<file path="src/rtl/memcfg_pkg.sv">
package memcfg_pkg;
   typedef logic [7:0] cfg_byte_t;
   localparam int unsigned N_REGIONS = 2;
   localparam int unsigned ROUTE_BIT = 0;
endpackage

</file>
<file path="src/rtl/memcfg_io_decode.sv">
module memcfg_io_decode #(
   parameter int unsigned IO_AW    = 16,
   parameter int unsigned IDX_PORT = 16'h00E0,
   parameter int unsigned DAT_PORT = 16'h00E1
) (
   input  logic [IO_AW-1:0] io_addr,
   input  logic             io_wr,
   input  logic             io_rd,
   output logic             idx_we,
   output logic             dat_we,
   output logic             dat_re
);
   localparam logic [IO_AW-1:0] IDX_A = IO_AW'(IDX_PORT);
   localparam logic [IO_AW-1:0] DAT_A = IO_AW'(DAT_PORT);

   if (IDX_PORT == DAT_PORT) begin : g_bad_ports
      $error("index and data ports must differ");
   end

   always_comb begin
      idx_we = io_wr && (io_addr == IDX_A);
      dat_we = io_wr && (io_addr == DAT_A);
      dat_re = io_rd && (io_addr == DAT_A);
   end
endmodule

</file>
<file path="src/rtl/memcfg_regfile.sv">
module memcfg_regfile
   import memcfg_pkg::*;
#(
   parameter int unsigned NREG = 256,
   parameter int unsigned IDXW = 8
) (
   input  logic                 clk,
   input  logic                 rst_n,
   input  logic                 idx_we,
   input  logic                 dat_we,
   input  cfg_byte_t            wdata,
   output cfg_byte_t            rd_val,
   output logic [N_REGIONS-1:0] route_en
);
   logic [IDXW-1:0] idx_q;
   cfg_byte_t       regs [NREG];

   always_ff @(posedge clk) begin
      if (!rst_n)      idx_q <= '0;
      else if (idx_we) idx_q <= wdata[IDXW-1:0];
   end

   for (genvar g = 0; g < NREG; g++) begin : g_reg
      always_ff @(posedge clk) begin
         if (!rst_n)
            regs[g] <= '0;
         else if (dat_we && (idx_q == IDXW'(g)))
            regs[g] <= wdata;
      end
   end

   always_comb rd_val = regs[idx_q];

   for (genvar r = 0; r < N_REGIONS; r++) begin : g_route
      always_comb route_en[r] = regs[r][ROUTE_BIT];
   end
endmodule

</file>
<file path="src/rtl/memcfg_router.sv">
module memcfg_router
   import memcfg_pkg::*;
#(
   parameter int unsigned AW       = 20,
   parameter int unsigned LOW_SIZE = 32'h8_0000,
   parameter int unsigned MID_SIZE = 32'h2_0000
) (
   input  logic [AW-1:0]        addr,
   input  logic [N_REGIONS-1:0] route_en,
   output logic                 internal
);
   localparam int unsigned EDGES [N_REGIONS+1] = '{0, LOW_SIZE, LOW_SIZE + MID_SIZE};
   logic [N_REGIONS-1:0] hit;

   for (genvar r = 0; r < N_REGIONS; r++) begin : g_win
      localparam logic [AW:0] LO = (AW+1)'(EDGES[r]);
      localparam logic [AW:0] HI = (AW+1)'(EDGES[r+1]);
      always_comb hit[r] = ({1'b0, addr} >= LO) && ({1'b0, addr} < HI) && route_en[r];
   end

   always_comb internal = |hit;
endmodule

</file>
<file path="src/rtl/memcfg_bank.sv">
module memcfg_bank
   import memcfg_pkg::*;
#(
   parameter int unsigned IO_AW    = 16,
   parameter int unsigned IDX_PORT = 16'h00E0,
   parameter int unsigned DAT_PORT = 16'h00E1,
   parameter int unsigned NREG     = 256,
   parameter int unsigned MEM_AW   = 20,
   parameter int unsigned LOW_SIZE = 32'h8_0000,
   parameter int unsigned MID_SIZE = 32'h2_0000
) (
   input  logic              clk,
   input  logic              rst_n,
   input  logic [IO_AW-1:0]  io_addr,
   input  logic              io_wr,
   input  logic              io_rd,
   input  logic [7:0]        io_wdata,
   output logic [7:0]        io_rdata,
   input  logic [MEM_AW-1:0] mem_addr,
   output logic              mem_internal
);
   localparam int unsigned IDXW = $clog2(NREG);

   if (NREG < N_REGIONS || NREG > 256 || (1 << IDXW) != NREG) begin : g_bad_nreg
      $error("NREG must be a power of two between region count and 256");
   end
   if (64'(LOW_SIZE) + 64'(MID_SIZE) > (64'd1 << MEM_AW)) begin : g_bad_map
      $error("regions exceed the memory address space");
   end

   logic                 idx_we, dat_we, dat_re;
   cfg_byte_t            rd_val;
   logic [N_REGIONS-1:0] route_en;

   memcfg_io_decode #(.IO_AW(IO_AW), .IDX_PORT(IDX_PORT), .DAT_PORT(DAT_PORT)) u_dec (
      .io_addr(io_addr), .io_wr(io_wr), .io_rd(io_rd),
      .idx_we(idx_we), .dat_we(dat_we), .dat_re(dat_re)
   );

   memcfg_regfile #(.NREG(NREG), .IDXW(IDXW)) u_rf (
      .clk(clk), .rst_n(rst_n), .idx_we(idx_we), .dat_we(dat_we),
      .wdata(io_wdata), .rd_val(rd_val), .route_en(route_en)
   );

   memcfg_router #(.AW(MEM_AW), .LOW_SIZE(LOW_SIZE), .MID_SIZE(MID_SIZE)) u_rt (
      .addr(mem_addr), .route_en(route_en), .internal(mem_internal)
   );

   always_comb io_rdata = dat_re ? rd_val : 8'hFF;
endmodule

</file>
<file path="config.mk">
export PLATFORM = sky130hd
export DESIGN_NAME = memcfg_bank
export DESIGN_NICKNAME = d
export VERILOG_FILES = /design/src/rtl/memcfg_pkg.sv /design/src/rtl/memcfg_io_decode.sv /design/src/rtl/memcfg_regfile.sv /design/src/rtl/memcfg_router.sv /design/src/rtl/memcfg_bank.sv
export SDC_FILE = /design/constraint.sdc
export NUM_CORES = 2
export LEC_CHECK = 0
export BUFFER_PORTS_ARGS = -buffer_cell sky130_fd_sc_hd__clkbuf_2
export CORE_MARGIN = 3
export CORE_UTILIZATION = 35
export DETAILED_ROUTE_END_ITERATION = 12
export PLACE_DENSITY = 0.52
export SETUP_SLACK_MARGIN = 0.4
export SYNTH_ARGS = -nofsm -noshare
export SYNTH_HDL_FRONTEND = slang
export SYNTH_SLANG_ARGS = --single-unit
export TNS_END_PERCENT = 5
</file>
<file path="constraint.sdc">
create_clock -name clk -period 6.93 [get_ports clk]
set_clock_uncertainty 0.15 [all_clocks]
set_input_delay 0.693 -clock clk [delete_from_list [all_inputs] [get_ports clk]]
set_output_delay 0.693 -clock clk [all_outputs]
set_load 0.01 [all_outputs]
</file>
* Word-level counts from Yosys, hierarchy flattened
Memory sizes are Yosys's and may differ from the RTL's. A register that Yosys moved wholly into a read port is not among the register bits. Index checks and enable logic that the tools add are counted.
Cells by class: eq/ne operators 257, muxes and demuxes 1028, bitwise operators 256, reduce and logical (&&, ||, !) cells 264, order comparisons 3
Operator list (number):
- 2-to-1 mux 8 bit | 259
- equality test 8 bit, second input constant | 128
- 2-to-1 mux 1 bit | 769
- equality test 8 x 7 -> 1 bit, second input constant | 64
- logical AND 1 bit | 262
- equality test 8 x 6 -> 1 bit, second input constant | 32
- OR 1 bit | 256
- equality test 8 x 5 -> 1 bit, second input constant | 16
- equality test 8 x 4 -> 1 bit, second input constant | 8
- less-than comparator 20 bit, second input constant | 2
- equality test 16 x 8 -> 1 bit, second input constant | 2
- equality test 8 x 3 -> 1 bit, second input constant | 4
- >= comparator 20 bit, second input constant | 1
- equality test 8 x 2 -> 1 bit, second input constant | 2
- equality test 8 x 1 -> 1 bit, second input constant | 1
- zero test 8 bit | 1
- OR reduction 2 bit | 1
Storage, ports and cells: output and inout port bits 9, bits in writable memories 2048, input bits 48, memories 1, logic and storage cells 1810, bits in registers 8
Memory list:
- u_rf.regs | words 256, width 8, rd ports 3, clocked after memory_dff 1, wr ports 256, RTL line memcfg_regfile.sv:16 | cfg_byte_t regs [NREG];

* Logic depth before layout (Yosys ltp)
depth in word-level cells 7, depth in mapped cells 14, depth with buffers taken out 7

* Cells and area by module
A second synthesis with hierarchy kept.
Unflattened totals: cell total of the unflattened synthesis 6674, area, all modules 95861.9 um^2
By module, submodules not included:
- memcfg_regfile | sequential area each 61819.3 um^2, instances 1, area each 95714.3 um^2, cells an instance 6654
- memcfg_io_decode | sequential area each 0.0 um^2, instances 1, area each 78.8 um^2, cells an instance 10
- memcfg_bank | sequential area each 0.0 um^2, instances 1, area each 50.0 um^2, cells an instance 8
- memcfg_router | sequential area each 0.0 um^2, instances 1, area each 18.8 um^2, cells an instance 2

* Least setup slack after synthesis
OpenSTA, ideal clock, no wires.
path type input-to-reg, start point in io_addr[15], end point mem u_rf.regs[44][0] (netlist bit), enable pin, path buffers 1, slack 3.562 ns, stages 8, data arrival time 2.834 ns, required time 6.396 ns, library setup time 0.384 ns, path through nor4b_1 nand4_1 nor2_1 nand2_1 nor3_1 nand3_1 clkbuf_1 o21ai_0
RTL lines:
- from (decl) | RTL line memcfg_bank.sv:14 | input logic [IO_AW-1:0] io_addr,
- to (decl) | RTL line memcfg_regfile.sv:16

==> results.ini <==
[synthesis]
synth_top_family_by_area=multiplexers
synthTopCellsByArea=edfxtp_1 68%, nor2_1 8.8%, mux4_2 6.4%
synthCells=6861
synth_common_cells=2133 x nor2_1, 2048 x edfxtp_1, 518 x clkbuf_1
synth_fa_ha_area_share_pct=0
synth-seq-area-share_pct=67.90
synth_simple_gate_area_share_pct=11.01
synthArstFlopShare_pct=0
ys.flop_type=edfxtp_1
synth_top_area_cell=edfxtp_1
synthMuxAreaShare_pct=12.08
synth_warnings=0
synth_xor_area_share_pct=0
synth_top_area_share_pct=67.55
yosysUniqueCellTypes=56
post-synth-top-count-cell=nor2_1
synth_seq_cells=2064
synth_fp_nets=6909
synthesis.area_um2=91040
synth_edf_count=2048
synth_compound_area_share_pct=5.640
syn_avg_cell_area_um2=13.27

[layout]
layout.cells.non_filler=10390
fin_util_pct=39.87
stdcell_area_um2=102800
fill_cells=24170
final_layout_size_suffix_gt1_share_pct=14.22
area_delta_synth_final_pct=12.94
nNetsFinal=6867

[setup_path]
crit_path_start_kind=flip-flop
cp.required_ns=6.09
crit_top_cell=or4_1
cpPeakStageDelay_ns=0.84
crit_path_top_delay_cell=nor4b_2
path_class=flip-flop to primary output
worstPathArrival_ns=5.48
path_cells=buf_4 > and3b_1 > nand2_2 > nor2_1 > or4_1 > or4_1 > nor4b_2 > o22a_1 > clkbuf_2
critPathMaxFanout=23
critPathCaptureType=primary output
r2r-start=u_rf.idx_q[2]

[placed_design]
portBuffers=39
dp.cells=9972
post-dp-hpwl_um=183800
place_congestion=0.8555
place_area_um2=95790
pre_cts_slack_ns=1.170

[timing]
slew_viol_final=0
worst_pin_slew_ns=1.350
setup_ws_ns=0.6084
fin_crit_ns=6.322
setup_tns_ns=0
min_period_over_period_pct=91.22
rsz0062_at_grt=no
setup_viol=0
fmax_mhz=158.2
holdWs_ns=0.3704
slew_headroom_pct=9.441
final_hold_viol_count=0

[route]
drc_errors=0
ant_nets=0
wl_um=292600
first_iter_violations=6716
dr.pass1.iters=6
vias_per_cell=5.612
wl_per_cell_um=28.15
vias=58320

[pwr]
leakage_nw=30.06
total_power_mw=26.61
ir_drop_uv=209.3
power_density_nw_per_um2=258.8

[grt]
use_met2_pct=35.41
antenna_found_initial=17
grt_max_degree=117
grt_overflow=0
gr-usage-met1_pct=29.02
grt_usage_pct=21.59
first_global_vias=57750
grt_pass1_wl_um=418500
grt.busiest_layer=met2
gr-usage-met3_pct=3.338

[clock_network]
htreeDepth=4
cts_tree=done
cts_buffer_depth=3
clock_sinks=2064
cts.hold.buffers_added=0
clk_latency_ns=0.91
clk_pin_slew_ns=0.06
root_buffer=clkbuf_16
cts_buffers=222

[floorplan]
die_w_um=516.0
fp.coreArea_um2=257900
die_height_um=516.0
boundaryPins=57
start_util_pct=35.31
rows=186
die_area_um2=266300

[worst_hold_path]
holdCritPathClass=primary input to flip-flop
holdCritStartpoint=io_addr[3]

[outcome]
status=finished clean

[job]
maxCapViolCount=0

==> per-layer routing <==
metal | vias to the layer above | part of all wire (%) | wire, µm
met5 | - | 0.0048 | 14
met4 | 2 | 3.8 | 11260
met3 | 486 | 7.5 | 22060
met2 | 2422 | 48 | 141800
met1 | 30190 | 40 | 117400
li1 | 25220 | - | -
==> final timing paths <==
check,endpoint,slack [ns],cells after the start
max reg2reg,u_rf.regs[244][1],3.03,5
min reg2reg,flip-flop,0.43,2
min,flip-flop,0.37,7
max,io_rdata[0],0.61,9
==> logic make-up after synthesis <==
family	count (synthesis)
DFF	2064
muxes	766
buffers and inverters	678
and+or+nand+nor	2550
AOI/OAI and AO/OA	803
==> worst max-delay path, delay by kind of cell (launching register included) <==
kind                   cells  cell delay, ns
AND/OR/NAND/NOR            6            2.81
flip-flops                 1            0.68
buffers and inverters      2            0.60
AO/OA/AOI/OAI              1            0.45
==> report_power, final <==
part	total, mW	internal [mW]	switching (mW)
logic	0.782	0.257	0.524
registers	14.4	14.3	0.149
clock network	11.4	6.30	5.11
total	26.6	20.8	5.78
==> cell usage in the layout, fill, tap and decap left out, drive strengths merged, types with 3 or more instances in the layout <==
master	synthesis	final
o31ai	9	9
nor3	96	96
or4	14	14
a22oi	4	4
clkinvlp	0	5
clkbuf	518	320
nand3	26	26
dfxtp	16	16
nand4	13	13
o22a	9	9
a2111oi	11	11
mux4	263	263
nor4	18	18
nor2	2133	2133
o21ai	339	339
o32ai	3	3
nor2b	9	9
mux2	15	15
mux2i	488	488
diode	0	7
edfxtp	2048	2048
a31oi	9	9
bufinv	0	7
buf	154	365
and3	9	9
o211ai	10	10
nor4b	11	11
a21oi	87	87
inv	6	15
o22ai	87	87
o221ai	203	203
nand2	203	203
nand3b	3	3
nand2b	3	3
a211oi	23	23
clkinv	0	107
==> sequential cells by signal, indices dropped and copies added (netlist names), named ones only <==
signal and cells:
u_rf.idx_q 8, u_rf.regs 2048
==> timing repair <==
item,in CTS,in global routing
setup buffers,0,2
endpoints found under the setup margin,3,4
gates resized for setup,1,0
==> layout make-up <==
class                      count  area [µm²]  area share [%]
sequential                  2064       61830           60.14
multi-input combinational   4119       26350           25.63
clock buffer                 279        5907           5.745
tap                         3384        4234           4.118
timing repair buffer         406        3435           3.340
clock inverter               128        1016          0.9881
inverter                       6       26.28         0.02555
antenna                        7       17.52         0.01704
No activity file was read; power rests on OpenSTA's default activity.
